[src/rtl/gpio_irq_ctrl.sv]
module gpio_irq_ctrl #(
  parameter int NPINS = 16,
  parameter int AW    = 6
) (
  input  logic             clk,
  input  logic             rst_n,
  input  logic             wr_en,
  input  logic             rd_en,
  input  logic [AW-1:0]    addr,
  input  logic [NPINS-1:0] wdata,
  output logic [NPINS-1:0] rdata,
  input  logic [NPINS-1:0] pin_in,
  output logic [NPINS-1:0] pin_oe,
  output logic [NPINS-1:0] pin_out,
  output logic             irq
);

  localparam logic [AW-1:0] A_DIR  = AW'('h00);
  localparam logic [AW-1:0] A_LVL  = AW'('h04);
  localparam logic [AW-1:0] A_POL  = AW'('h08);
  localparam logic [AW-1:0] A_RISE = AW'('h0C);
  localparam logic [AW-1:0] A_FALL = AW'('h10);
  localparam logic [AW-1:0] A_DIN  = AW'('h14);
  localparam logic [AW-1:0] A_SET  = AW'('h18);
  localparam logic [AW-1:0] A_CLR  = AW'('h1C);
  localparam logic [AW-1:0] A_DOUT = AW'('h20);
  localparam logic [AW-1:0] A_MSK  = AW'('h28);
  localparam logic [AW-1:0] A_ENA  = AW'('h2C);
  localparam logic [AW-1:0] A_STAT = AW'('h30);
  localparam logic [AW-1:0] A_ACK  = AW'('h34);
  localparam logic [NPINS-1:0] ALL1 = {NPINS{1'b1}};

  logic [NPINS-1:0] dir_q, lvl_q, pol_q, rise_q, fall_q, out_q, msk_q, ena_q;
  logic [NPINS-1:0] meta_q, sync_q, prev_q, pend_q;
  logic [NPINS-1:0] ack_vec, lvl_hit, edge_hit, stat, rmux;

  wire wr_dir  = wr_en && addr == A_DIR;
  wire wr_lvl  = wr_en && addr == A_LVL;
  wire wr_pol  = wr_en && addr == A_POL;
  wire wr_rise = wr_en && addr == A_RISE;
  wire wr_fall = wr_en && addr == A_FALL;
  wire wr_set  = wr_en && addr == A_SET;
  wire wr_clr  = wr_en && addr == A_CLR;
  wire wr_msk  = wr_en && addr == A_MSK;
  wire wr_ena  = wr_en && addr == A_ENA;

  assign ack_vec  = (wr_en && addr == A_ACK) ? wdata : '0;
  assign lvl_hit  = lvl_q & ~(sync_q ^ pol_q);
  assign edge_hit = ~lvl_q & ((rise_q & sync_q & ~prev_q) | (fall_q & ~sync_q & prev_q));
  assign stat     = pend_q & ~msk_q & ena_q;
  assign irq      = |stat;
  assign pin_oe   = dir_q;
  assign pin_out  = out_q;

  always_ff @(posedge clk or negedge rst_n) begin
    if (!rst_n) begin
      dir_q  <= '0;
      lvl_q  <= '0;
      pol_q  <= '0;
      rise_q <= '0;
      fall_q <= '0;
      out_q  <= '0;
      msk_q  <= ALL1;
      ena_q  <= '0;
    end else begin
      if (wr_dir)  dir_q  <= wdata;
      if (wr_lvl)  lvl_q  <= wdata;
      if (wr_pol)  pol_q  <= wdata;
      if (wr_rise) rise_q <= wdata;
      if (wr_fall) fall_q <= wdata;
      if (wr_msk)  msk_q  <= wdata;
      if (wr_ena)  ena_q  <= wdata;
      if (wr_set)  out_q  <= out_q | wdata;
      else if (wr_clr) out_q <= out_q & ~wdata;
    end
  end

  always_ff @(posedge clk or negedge rst_n) begin
    if (!rst_n) begin
      meta_q <= '0;
      sync_q <= '0;
      prev_q <= '0;
      pend_q <= '0;
    end else begin
      meta_q <= pin_in;
      sync_q <= meta_q;
      prev_q <= sync_q;
      pend_q <= lvl_hit | (~lvl_q & ((pend_q & ~ack_vec) | edge_hit));
    end
  end

  always_comb begin
    case (addr)
      A_DIR:   rmux = dir_q;
      A_LVL:   rmux = lvl_q;
      A_POL:   rmux = pol_q;
      A_RISE:  rmux = rise_q;
      A_FALL:  rmux = fall_q;
      A_DIN:   rmux = sync_q;
      A_DOUT:  rmux = out_q;
      A_MSK:   rmux = msk_q;
      A_ENA:   rmux = ena_q;
      A_STAT:  rmux = stat;
      default: rmux = '0;
    endcase
  end

  always_ff @(posedge clk or negedge rst_n) begin
    if (!rst_n) rdata <= '0;
    else        rdata <= rd_en ? rmux : '0;
  end


  out_set_chk: assert property (@(posedge clk) disable iff (!rst_n)
    wr_set |=> ((pin_out & $past(wdata)) == $past(wdata)));


  out_clr_chk: assert property (@(posedge clk) disable iff (!rst_n)
    (wr_clr && !wr_set) |=> ((pin_out & $past(wdata)) == '0));


  oe_hold_chk: assert property (@(posedge clk) disable iff (!rst_n)
    !wr_dir |=> $stable(pin_oe));


  edge_sticky_chk: assert property (@(posedge clk) disable iff (!rst_n)
    1'b1 |=> (($past(pend_q) & ~$past(lvl_q) & ~$past(ack_vec) & ~pend_q) == '0));


  wo_read_zero_chk: assert property (@(posedge clk) disable iff (!rst_n)
    (rd_en && (addr == A_SET || addr == A_CLR || addr == A_ACK)) |=> rdata == '0);


  idle_rdata_chk: assert property (@(posedge clk) disable iff (!rst_n)
    !rd_en |=> rdata == '0);

endmodule

[config.mk]
export PLATFORM = sky130hd
export DESIGN_NAME = gpio_irq_ctrl
export DESIGN_NICKNAME = d
export VERILOG_FILES = /design/src/rtl/gpio_irq_ctrl.sv
export SDC_FILE = /design/constraint.sdc
export NUM_CORES = 1
export LEC_CHECK = 0
export ABC_CLOCK_PERIOD_IN_PS = 4550
export CAP_MARGIN = 20
export CORE_MARGIN = 4
export CORE_UTILIZATION = 58
export CTS_CLUSTER_SIZE = 24
export DETAILED_ROUTE_END_ITERATION = 6
export DONT_BUFFER_PORTS = 1
export PLACE_DENSITY = 0.74
export SKIP_LAST_GASP = 1
export SYNTH_ARGS = -nofsm -noshare
export SYNTH_HDL_FRONTEND = slang
export SYNTH_SLANG_ARGS = --single-unit
[constraint.sdc]
create_clock -name clk -period 4.55 [get_ports clk]
set_input_delay 0.91 -clock clk [delete_from_list [all_inputs] [get_ports clk]]
set_output_delay 0.91 -clock clk [all_outputs]
set_load 0.05 [all_outputs]
==> impl_metrics.json <==
{
  "status": "completed",
  "drive_above_1_share_pct": 29.5,
  "syn_nets": 742,
  "sw_frac_of_total_pct": 24.8,
  "maxCapViolations": 0,
  "fin_nets": 728,
  "drt_iter0_markers": 589,
  "grt_pass1_wl_um": 35300,
  "combPwrFrac_pct": 8.1,
  "antenna_found_initial": 0,
  "r2r_slack_ns": 2.73,
  "yosysWarnings": 0,
  "post-cts-setup-buffers": 0,
  "crit_family": "simple AND/OR/NAND/NOR gates",
  "placement_rows": 45,
  "slew_violations": 0,
  "synth_flop_cell": "dfrtp_1",
  "synthArstFlopShare_pct": 100,
  "initial_utilization_pct": 59.2,
  "cp_slowest_stage_delay_ns": 0.83,
  "syn_inst": 700,
  "r2r-end": "rdata[13]",
  "finalCritPeriodShare_pct": 72.4,
  "criticalPathCategory": "reg -> out",
  "finalCoreUtilization_pct": 64.9,
  "synth_cell_types": 51,
  "grt_pass1_vias": 6214,
  "track_usage_pct": 25.7,
  "critPathBufInv": 1,
  "overflow": 0,
  "p_sw_uw": 1150,
  "dpl.hpwl_um": 13700,
  "cts_root_buf": "clkbuf_16",
  "finalWirelength_um": 22400,
  "hp-class": "in -> async",
  "power_density_mw_per_mm2": 471,
  "tightest_slew_ns": 1.11,
  "insertion_delay_ns": 0.51,
  "ir_drop_v": 0.000325,
  "clockBufferDepth": 3,
  "clock_sinks": 208,
  "finalSetupViolCount": 0,
  "ctsHoldBuffers": 0,
  "cp_slowest_cell": "or4_1",
  "core_mm2": 0.0152,
  "die_y_um": 133,
  "cp-end-kind": "output port",
  "p_int_uw": 3490,
  "power.leakage_uw": 0.00430,
  "synth_area_per_cell_um2": 12.9,
  "hold_ws_ns": 0.100,
  "clk_pin_slew_ns": 0.06,
  "post_cts_resize_count": 0,
  "cts_tree": "done",
  "rr_worst_depth": 5,
  "arrival_ns": 2.38,
  "total_power_uw": 4650,
  "ys_ff_latch": 208,
  "fin_worst_skew_ns": 0.00531,
  "viasPerCell": 6.64,
  "antenna_cells": 0,
  "fmax_ghz": 0.304,
  "max_slew_margin_pct": 25.9,
  "die-area_mm2": 0.0176,
  "start_kind": "register",
  "cp_cell_sequence": "inv_1, a32oi_1, o211ai_1, or4_1",
  "synth_edf_count": 0,
  "htree_levels": 1,
  "drc_errors": 0,
  "seqPwrFrac_pct": 50.7,
  "vias": 5912,
  "tns_ns": 0,
  "routedWlPerCell_um": 25.1,
  "fp.dieW_um": 133,
  "cts_buffers": 23,
  "required_ns": 3.64,
  "rsz0062_at_grt": "no",
  "grt_max_degree": 209,
  "io_pins": 91,
  "min_period_ns": 3.29,
  "gp_congestion": 0.919,
  "area_growth_pct": 9.57,
  "dr.pass1.iters": 5,
  "synthesis.area_mm2": 0.00900,
  "antenna_left": 0,
  "finalHoldViolCount": 0,
  "seq_area_frac_synth_pct": 58.0,
  "io_buffers": 0,
  "critPathMaxFanout": 4,
  "pwr-share-clk_pct": 41.2
}
[stage by stage]
stage | setup slack [ns] | cell area (um2) | std cells
finish | 1.26 | 9870 | 890
global route | 1.24 | 9870 | 890
CTS | 1.27 | 9870 | 890
detailed placement | 1.56 | 9070 | 849
global placement | 1.63 | 9070 | 849
floorplan | 2.08 | 9000 | 700
[power groups by stage]
| stage | combinational [uW] | sequential [uW] | clock, uW |
|---|---|---|---|
| after floorplan | 344 | 2310 | 0 |
| final | 378 | 2350 | 1910 |
| after CTS | 379 | 2350 | 1950 |
| after global routing | 417 | 2370 | 2050 |
| after detailed placement | 377 | 2380 | 0 |
| after global placement | 359 | 2360 | 0 |
[routing by layer]
layer	wire, um	vias to the layer above	global-route usage, %
li1	-	2549	-
met1	9200	3017	34.8
met2	10600	282	40.5
met3	1830	64	6.43
met4	713	0	9.24
met5	0	-	0
[cell usage after synthesis (all sizes together), types with 5 or more instances]
library cell	instances	area [um2]
dfrtp	192	4800
mux2	130	1500
nand2	82	333
a21oi	29	145
buf	28	163
o22ai	22	138
a211oi	20	150
nor2	20	110
clkbuf	16	60.1
dfstp	16	420
mux2i	16	160
xor2	16	140
a31oi	15	93.8
nand3b	14	105
a221oi	12	105
a22o	8	70.1
a22oi	8	60.1
a222oi	7	70.1
o21ai	6	30.0
o2bb2ai	6	52.6
inv	5	18.8
[worst max-delay path by stage]
stage / startpoint / to / slack (ns) / cells after the start
4_1_cts: msk_q[13] / irq / 1.27 / 4
3_3_place_gp: addr[4] / ena_q[10] / 1.63 / 5
6_report: msk_q[13] / irq / 1.26 / 4
5_1_grt: msk_q[13] / irq / 1.24 / 4
2_1_floorplan: msk_q[13] / irq / 2.08 / 4
3_5_place_dp: addr[1] / msk_q[0] / 1.56 / 5
[area by class of cell]
| class | instances | area, um2 |
|---|---|---|
| multi-input cells | 443 | 3550 |
| well taps | 188 | 235 |
| flip-flops and latches | 208 | 5230 |
| inverters | 5 | 18.8 |
| clock buffers | 34 | 677 |
| repair buffers | 5 | 37.5 |
| clock inverters | 7 | 120 |
| fillers | 1108 | 5340 |
[sequential cells by signal (all words and copies together) (netlist names), named ones only]
signal  count
ena_q      16
fall_q     16
lvl_q      16
meta_q     16
msk_q      16
pend_q     16
pin_oe     16
pol_q      16
prev_q     16
rdata      16
rise_q     16
sync_q     16
[logic make-up (layout without fill, tap and decap cells)]
logic type / Yosys count / count (layout) / synth area share, %
compound gates: 137 / 137 / 10.5
xor+xnor: 16 / 16 / 1.56
buf+inv: 49 / 51 / 2.68
flops: 208 / 208 / 58.0
mux: 147 / 147 / 18.7
simple gates: 143 / 143 / 8.50
[layout by cell type (no fill, tap or decap), drive strengths merged, types with 2 or more instances in the layout]
cell type and count:
a31oi 15, clkinv 2, nor2b 2, mux2i 16, a22o 8, nor2 20
nand2b 3, o2bb2ai 6, bufinv 3, dfrtp 192, mux2 130, nor3 4
nand3b 14, nand2 82, clkbuf 34, xor2 16, nor3b 3, a222oi 7
dfstp 16, buf 5, nor4 4, or4 2, o21ai 6, a21oi 29
a211oi 20, nand4 3, a22oi 8, o22ai 22, a221oi 12, inv 6
No activity file was read; power rests on OpenSTA's default activity.
